File: src/rtl/dac_cmd_pkg.sv
package dac_cmd_pkg;
  localparam int NCH   = 8;
  localparam int DW    = 12;
  localparam int AW    = 4;
  localparam int FW    = AW + DW;
  localparam int CW    = $clog2(FW + 2);
  localparam int NPAIR = NCH / 2;
  localparam int C0W   = 5;
  localparam int C1W   = 2 * NPAIR;

  localparam logic [AW-1:0] A_CTRL0  = 4'd8;
  localparam logic [AW-1:0] A_CTRL1  = 4'd9;
  localparam logic [AW-1:0] A_PRESET = 4'd10;
  localparam logic [AW-1:0] A_PAIR   = 4'd12;

  localparam int C0_TC = 0;
  localparam int C0_PD = 4;

  localparam logic [DW-1:0] MID = 12'h800;
endpackage

File: src/rtl/dac_rx_shift.sv
module dac_rx_shift
  import dac_cmd_pkg::*;
#(
  parameter int FW_P = FW,
  parameter int CW_P = CW
) (
  input  logic            clk_i,
  input  logic            rst_ni,
  input  logic            sclk_i,
  input  logic            sdat_i,
  input  logic            sstr_i,
  output logic [FW_P-1:0] frame_o,
  output logic            vld_o
);
  localparam logic [CW_P-1:0] CMAX = CW_P'(FW_P + 1);

  logic            sclk_q, sstr_q;
  logic [CW_P-1:0] cnt_q;
  logic [FW_P-1:0] sh_q;
  logic            sclk_rise, str_rise;

  assign sclk_rise = sclk_i & ~sclk_q;
  assign str_rise  = sstr_i & ~sstr_q;

  always_ff @(posedge clk_i or negedge rst_ni) begin
    if (!rst_ni) begin
      sclk_q <= 1'b0;
      sstr_q <= 1'b0;
      cnt_q  <= '0;
      sh_q   <= '0;
    end else begin
      sclk_q <= sclk_i;
      sstr_q <= sstr_i;
      if (str_rise) begin
        cnt_q <= '0;
      end else if (sclk_rise) begin
        sh_q <= {sh_q[FW_P-2:0], sdat_i};
        // saturate so an overlong word never wraps back to a valid count
        if (cnt_q != CMAX) cnt_q <= cnt_q + 1'b1;
      end
    end
  end

  assign vld_o   = str_rise && (cnt_q == CW_P'(FW_P));
  assign frame_o = sh_q;
endmodule

File: src/rtl/dac_regs.sv
module dac_regs
  import dac_cmd_pkg::*;
#(
  parameter int NCH_P = NCH,
  parameter int DW_P  = DW,
  parameter int AW_P  = AW,
  parameter int C0W_P = C0W,
  parameter int C1W_P = C1W
) (
  input  logic                  clk_i,
  input  logic                  rst_ni,
  input  logic                  vld_i,
  input  logic [AW_P+DW_P-1:0]  frame_i,
  output logic [NCH_P*DW_P-1:0] buf_o,
  output logic [C0W_P-1:0]      ctrl0_o,
  output logic [C1W_P-1:0]      ctrl1_o,
  output logic                  preset_o
);
  localparam int IW = $clog2(NCH_P);

  logic [AW_P-1:0]  addr;
  logic [DW_P-1:0]  data;
  logic [DW_P-1:0]  buf_q [NCH_P];
  logic [C0W_P-1:0] ctrl0_q;
  logic [C1W_P-1:0] ctrl1_q;

  assign addr     = frame_i[AW_P+DW_P-1 -: AW_P];
  assign data     = frame_i[DW_P-1:0];
  assign preset_o = vld_i && (addr == A_PRESET);

  always_ff @(posedge clk_i or negedge rst_ni) begin
    if (!rst_ni) begin
      for (int i = 0; i < NCH_P; i++) buf_q[i] <= '0;
      ctrl0_q <= '0;
      ctrl1_q <= '0;
    end else if (vld_i) begin
      if (addr < AW_P'(NCH_P)) begin
        buf_q[addr[IW-1:0]] <= data;
      end else if (addr == A_CTRL0) begin
        ctrl0_q <= data[C0W_P-1:0];
      end else if (addr == A_CTRL1) begin
        ctrl1_q <= data[C1W_P-1:0];
      end else if (addr == A_PRESET) begin
        for (int i = 0; i < NCH_P; i++) buf_q[i] <= MID;
      end else if (addr >= A_PAIR) begin
        buf_q[{addr[IW-2:0], 1'b0}] <= data;
        buf_q[{addr[IW-2:0], 1'b1}] <= ~data;
      end
    end
  end

  for (genvar i = 0; i < NCH_P; i++) begin : g_flat
    assign buf_o[i*DW_P +: DW_P] = buf_q[i];
  end

  assign ctrl0_o = ctrl0_q;
  assign ctrl1_o = ctrl1_q;
endmodule

File: src/rtl/dac_out.sv
module dac_out
  import dac_cmd_pkg::*;
#(
  parameter int NCH_P = NCH,
  parameter int DW_P  = DW,
  parameter int C0W_P = C0W,
  parameter int C1W_P = C1W
) (
  input  logic                  clk_i,
  input  logic                  rst_ni,
  input  logic                  load_ni,
  input  logic                  preset_i,
  input  logic [NCH_P*DW_P-1:0] buf_i,
  input  logic [C0W_P-1:0]      ctrl0_i,
  input  logic [C1W_P-1:0]      ctrl1_i,
  output logic [NCH_P*DW_P-1:0] out_o,
  output logic [NCH_P*DW_P-1:0] dac_o,
  output logic [NCH_P-1:0]      pd_o
);
  localparam int NP = NCH_P / 2;

  logic [DW_P-1:0] conv;
  assign conv = {ctrl0_i[C0_TC], {(DW_P-1){1'b0}}};

  for (genvar i = 0; i < NCH_P; i++) begin : g_ch
    logic [DW_P-1:0] out_q;
    logic            pd;

    assign pd = ctrl0_i[C0_PD] | ctrl1_i[NP + i/2];

    always_ff @(posedge clk_i or negedge rst_ni) begin
      if (!rst_ni)       out_q <= '0;
      else if (preset_i) out_q <= MID;
      else if (!load_ni) out_q <= buf_i[i*DW_P +: DW_P] ^ conv;
    end

    assign out_o[i*DW_P +: DW_P] = out_q;
    assign dac_o[i*DW_P +: DW_P] = pd ? '0 : out_q;
    assign pd_o[i]               = pd;
  end
endmodule

File: src/rtl/dac_cmd_rx.sv
module dac_cmd_rx
  import dac_cmd_pkg::*;
#(
  parameter int NCH_P = NCH,
  parameter int DW_P  = DW,
  parameter int AW_P  = AW,
  parameter int C0W_P = C0W,
  parameter int C1W_P = C1W
) (
  input  logic                  clk_i,
  input  logic                  rst_ni,
  input  logic                  sclk_i,
  input  logic                  sdat_i,
  input  logic                  sstr_i,
  input  logic                  load_ni,
  output logic [NCH_P*DW_P-1:0] dac_o,
  output logic [NCH_P-1:0]      pd_o,
  output logic [C0W_P-1:0]      ctrl0_o,
  output logic [C1W_P-1:0]      ctrl1_o
);
  localparam int FWL = AW_P + DW_P;
  localparam int CWL = $clog2(FWL + 2);

  logic [FWL-1:0]        frame;
  logic                  frm_vld;
  logic                  preset;
  logic [NCH_P*DW_P-1:0] buf_v;
  logic [NCH_P*DW_P-1:0] out_v;

  dac_rx_shift #(.FW_P(FWL), .CW_P(CWL)) u_rx (
    .clk_i  (clk_i),
    .rst_ni (rst_ni),
    .sclk_i (sclk_i),
    .sdat_i (sdat_i),
    .sstr_i (sstr_i),
    .frame_o(frame),
    .vld_o  (frm_vld)
  );

  dac_regs #(.NCH_P(NCH_P), .DW_P(DW_P), .AW_P(AW_P), .C0W_P(C0W_P), .C1W_P(C1W_P)) u_regs (
    .clk_i   (clk_i),
    .rst_ni  (rst_ni),
    .vld_i   (frm_vld),
    .frame_i (frame),
    .buf_o   (buf_v),
    .ctrl0_o (ctrl0_o),
    .ctrl1_o (ctrl1_o),
    .preset_o(preset)
  );

  dac_out #(.NCH_P(NCH_P), .DW_P(DW_P), .C0W_P(C0W_P), .C1W_P(C1W_P)) u_out (
    .clk_i   (clk_i),
    .rst_ni  (rst_ni),
    .load_ni (load_ni),
    .preset_i(preset),
    .buf_i   (buf_v),
    .ctrl0_i (ctrl0_o),
    .ctrl1_i (ctrl1_o),
    .out_o   (out_v),
    .dac_o   (dac_o),
    .pd_o    (pd_o)
  );
endmodule

File: config.mk
export PLATFORM = sky130hd
export DESIGN_NAME = dac_cmd_rx
export DESIGN_NICKNAME = d
export VERILOG_FILES = /design/src/rtl/dac_cmd_pkg.sv /design/src/rtl/dac_rx_shift.sv /design/src/rtl/dac_regs.sv /design/src/rtl/dac_out.sv /design/src/rtl/dac_cmd_rx.sv
export SDC_FILE = /design/constraint.sdc
export NUM_CORES = 1
export LEC_CHECK = 0
export BUFFER_PORTS_ARGS = -buffer_cell sky130_fd_sc_hd__buf_2
export CORE_MARGIN = 3
export CORE_UTILIZATION = 65
export CTS_BUF_LIST = sky130_fd_sc_hd__clkbuf_4
export DETAILED_ROUTE_END_ITERATION = 10
export GPL_TIMING_DRIVEN = 0
export PLACE_DENSITY = 0.83
export RECOVER_POWER = 100
export SLEW_MARGIN = 20
export SYNTH_ARGS = -nofsm -noshare
export SYNTH_HDL_FRONTEND = slang
export SYNTH_SLANG_ARGS = --single-unit
File: constraint.sdc
create_clock -name clk_i -period 5.35 [get_ports clk_i]
set_clock_uncertainty 0.1 [all_clocks]
set_input_delay 0.8025 -clock clk_i [delete_from_list [all_inputs] [get_ports clk_i]]
set_output_delay 0.8025 -clock clk_i [all_outputs]
set_load 0.05 [all_outputs]
==> results <==
- The share of the cycle needed by the critical path after routing is 0.744.
- After clock tree synthesis, the clock-pin slew on the worst setup and hold paths is 0.06 ns.
- After synthesis the netlist holds a flip-flop and latch count of 228.
- In this run, placement finished with an instance count of 1385.
- The shortest period the worst path allows is 3.98 ns.
- The maximum fanout encountered on the critical timing path is 100.
- The wire length of the first global-routing pass is 41300 um.
- The final number of hold-violating endpoints is 0.
- The setup slack after placement is 2.52 ns.
- The post-synthesis sequential area ratio is 0.513.
- The power consumption is 0.00407 W.
- The total of max-cap violations is 1.
- The setup slack after layout is 1.37 ns.
- The buffer type at the clock tree root is clkbuf_4.
- Among all stages on the critical path, the largest delay is contributed by clkbuf_1.
- The data arrival time of the worst path is 4.42 ns.
- In the synthesized netlist the async set-or-reset flop fraction comes to 1.00.
- In this run, CTS created clock tree buffers numbering 57.
- Across every metal layer, demand over resource in global routing totals 0.284.
- The most used flip-flop cell after synthesis is dfrtp_1.
- The post-synthesis net count is 1051.
- The number of buffer cells added on primary ports is 121.
- The number of flops mapped to enable cells by yosys is 0.
- The detailed router finished its first iteration with 549 violations.
- The worst pin sits at a relative slew slack of -0.323.
- Setup repair after global routing left no endpoint under its margin.
- The kind of end point of the critical path is an asynchronous set/reset pin.
- Of the total power, the share spent switching nets is 0.300.
- The total of endpoints with negative setup slack in the final report is 0.
- For this run the aggregate overflow at the end of global routing stands at 0.
- The total standard cell area after synthesis is 11100 um^2.
- The hold path depth is 1.
- The number of global-route vias before repair came to 7915.
- The worst-case register-to-register setup slack is 2.24 ns.
- The clock latency on the worst-skew pair is 0.69 ns.
- The tightest min-delay check is of the primary input to flip-flop type.
- By startpoint and endpoint, the worst setup path is classified as primary input to asynchronous set/reset pin.
- The longest individual stage delay on the worst path is 1.42 ns.
- The flow ran to the end, but the final reports show violations.
- The average via count per standard cell is 5.36.
- In this run the power spent charging and discharging nets is 0.00122 W.
- The tightest hold path in the finished design has a slack of 0.169 ns.
- The max-slew violation total from the final report was 36.
- Row generation in the floorplan step produced 47 rows.
- The Yosys step of the flow raised 0 warnings.
- The core outline area is 16600 um^2.
- In this run the power density over the cells is 324 nW/um^2.
- Wires add up to 26000 um.
- The first detailed-routing pass ran for 5 iterations.
- Detailed routing inserted a total of 7972 vias.
- The width of the chip is 137 um.
- The count of distinct cell types in the synthesized netlist is 43.
- The length in cells of the worst reg-to-reg path is 7.
- The maximum vdd ir drop is 0.252 mV.
- The worst hold path begins at sstr_i.
- The number of buffers and inverters on the critical path is 4.
- The vertical die dimension is 137 um.
- The kind of cell adding the most delay to the critical path is buffers and inverters.
- Entering global routing, the biggest net connects 101 pins.
- The global placer's final weighted congestion is 0.935.
- The slew at the pin closest to its max-slew limit is 1.98 ns.
- The count of clock tree sinks is 228.
- The maximum clock rate is 251 MHz.
- The initial antenna violation count is 1.
- The internal power of the cells totals 0.00285 W.
- The post-detailed-route wirelength per cell is 17.5 um.
- The die covers 18700 um^2.
- The required time at the worst-slack endpoint is 5.79 ns.
- The clock tree from TritonCTS is done.
- Counting every instance in the synthesized netlist gives 1042.
- Of the total power, the clock network draws 0.375.
- The layout overhead on the synthesized area is 12.8%.
- The count of nets left with antenna violations once routing finished came out at 0.
- The final reports fail on max-capacitance violations, max-slew violations.
- The sink of the worst hold path is u_rx.sstr_q.
- The clock passes through at most 3 buffers.
- 123 I/O pins were placed.
- The part of the total power dissipated in sequential elements is 0.447.
- The total half-perimeter wirelength after legalization and detailed placement is 17400 um.
- The post-route non-filler standard cell count is 1486.
- The static leakage is 5.96 nW.
- Of the total power, combinational logic draws 0.178.
- The number of H-tree levels is 2.
- The critical path goes through dlygate4sd3_1 > clkbuf_1 > buf_16 > clkbuf_4.
- The share of layout cells above drive strength 1 is 0.136.
- The worst reg2reg path endpoint is u_out.g_ch[7].out_q[4].
- The initial cell density of the core is 0.668.
- In the routed design, unresolved DRC markers number 0.
- Dividing the synthesized area by the synthesized cell count gives 10.7 um^2.
- The reg-to-reg startpoint is u_rx.cnt_q[2].
- The net count of the finished layout is 1234.
- At the end of the flow the core is filled with cells to 0.753.
- STA classifies the critical path startpoint as a primary input.
-- Yosys cell counts (all sizes together), types with 2 or more instances --
cell type	count	area (um^2)
xor2	11	96.3
nand4	2	12.5
ha	3	37.5
and3	2	12.5
clkbuf	41	154
a32o	3	30.0
nor2	123	464
nand2b	5	31.3
mux2i	199	1990
nor3	4	40.0
or3b	2	17.5
a211oi	3	32.5
dfrtp	228	5710
and2	96	601
mux2	54	608
nand3	4	25.0
o21ai	30	150
buf	46	269
a31oi	2	12.5
xnor2	2	17.5
o22ai	2	12.5
nor2b	10	62.6
nor3b	3	33.8
inv	67	251
a21oi	9	48.8
nand2	82	308
-- power groups by stage --
stage | Clock [W] | Sequential [W] | Combinational (W)
floorplan | 0 | 0.00184 | 0.000451
global placement | 0 | 0.00185 | 0.000712
detailed placement | 0 | 0.00185 | 0.000725
CTS | 0.00155 | 0.00182 | 0.000727
global route | 0.00164 | 0.00182 | 0.000775
finish | 0.00152 | 0.00182 | 0.000725
-- kinds of logic (layout without fill, tap and decap cells) --
| family | after synthesis | after routing | share of synthesized area |
|---|---|---|---|
| AO/OA/AOI/OAI | 55 | 55 | 0.0319 |
| XOR/XNOR | 13 | 13 | 0.0102 |
| adder cells (fa/ha/maj) | 3 | 3 | 0.00338 |
| buffers and inverters | 154 | 376 | 0.0607 |
| flip-flops | 228 | 228 | 0.513 |
| multiplexers | 253 | 253 | 0.234 |
| other | 0 | 2 | 0 |
| AND/OR/NAND/NOR | 336 | 336 | 0.146 |
-- registers in the layout, indices dropped and copies added, names as in the netlist --
register	flops
u_out.g_ch.out_q	96
u_regs.buf_o	96
u_rx.frame_o	16
u_regs.ctrl1_o	8
u_regs.ctrl0_o	5
u_rx.cnt_q	5
u_rx.sclk_q	1
u_rx.sstr_q	1
-- worst reg2reg max path: cells and delay by family (launching register included) --
kind	cells	cell delay, ns
buffers and inverters	3	1.46
DFF	1	0.42
and+or+nand+nor	4	1.01
-- cell type report --
class                           instances  area (um^2)
Buffer                                 87          373
Timing Repair Buffer                  124          502
Inverter                               67          251
Fill cell                            1246         4110
Clock inverter                          9         87.6
Multi-Input combinational cell        660         4660
Clock buffer                           89          668
Sequential cell                       228         5710
Tap cell                              220          275
Antenna cell                            2         5.00
-- routing by layer --
| metal | track usage | share of wire | vias up |
|---|---|---|---|
| met5 | 0 | 0 | - |
| met4 | 0.0890 | 0.021 | 0 |
| met3 | 0.0493 | 0.053 | 52 |
| met2 | 0.457 | 0.48 | 223 |
| met1 | 0.399 | 0.45 | 3908 |
| li1 | - | - | 3789 |
-- timing repair --
action	CTS	global route
resized for setup	0	0
endpoints found under the setup margin	0	0
setup buffers	0	0
hold buffers	1	0
hold endpoints to repair	35	0
-- through the flow --
stage               setup TNS (ns)  instance area (um^2)
floorplan                        0                 11100
global placement           -110.64                 12000
detailed placement               0                 12100
CTS                              0                 12800
global route                     0                 12500
finish                           0                 12500
-- how the worst max path moves through the flow --
stage                     slack (ns)  cells past startpoint              start                      to
after global routing            0.85                      4             rst_ni        u_regs.buf_o[15]
after floorplan                 2.89                      3  u_regs.ctrl0_o[4]                dac_o[0]
after global placement         -0.51                      1             rst_ni  u_out.g_ch[7].out_q[8]
after CTS                       1.78                      4  u_regs.ctrl0_o[4]                dac_o[2]
after detailed placement        2.52                      4  u_regs.ctrl0_o[4]                dac_o[2]
final                           1.37                      4             rst_ni  u_out.g_ch[1].out_q[6]
-- cell usage in the layout (no fill, tap or decap), drive strengths merged, types with 2 or more instances in the layout --
| master | instances |
|---|---|
| dfrtp | 228 |
| o22ai | 2 |
| nand2b | 5 |
| a211oi | 3 |
| or3b | 2 |
| ha | 3 |
| nand4 | 2 |
| nor2b | 10 |
| clkbuf | 270 |
| xor2 | 11 |
| mux2 | 54 |
| and2 | 96 |
| bufinv | 2 |
| mux2i | 199 |
| a31oi | 2 |
| buf | 29 |
| o21ai | 30 |
| nor3b | 3 |
| diode | 2 |
| nand2 | 82 |
| a21oi | 9 |
| nand3 | 4 |
| inv | 68 |
| clkinv | 6 |
| xnor2 | 2 |
| nor2 | 123 |
| and3 | 2 |
| a32o | 3 |
| nor3 | 4 |
(Power assumes the default switching activity.)
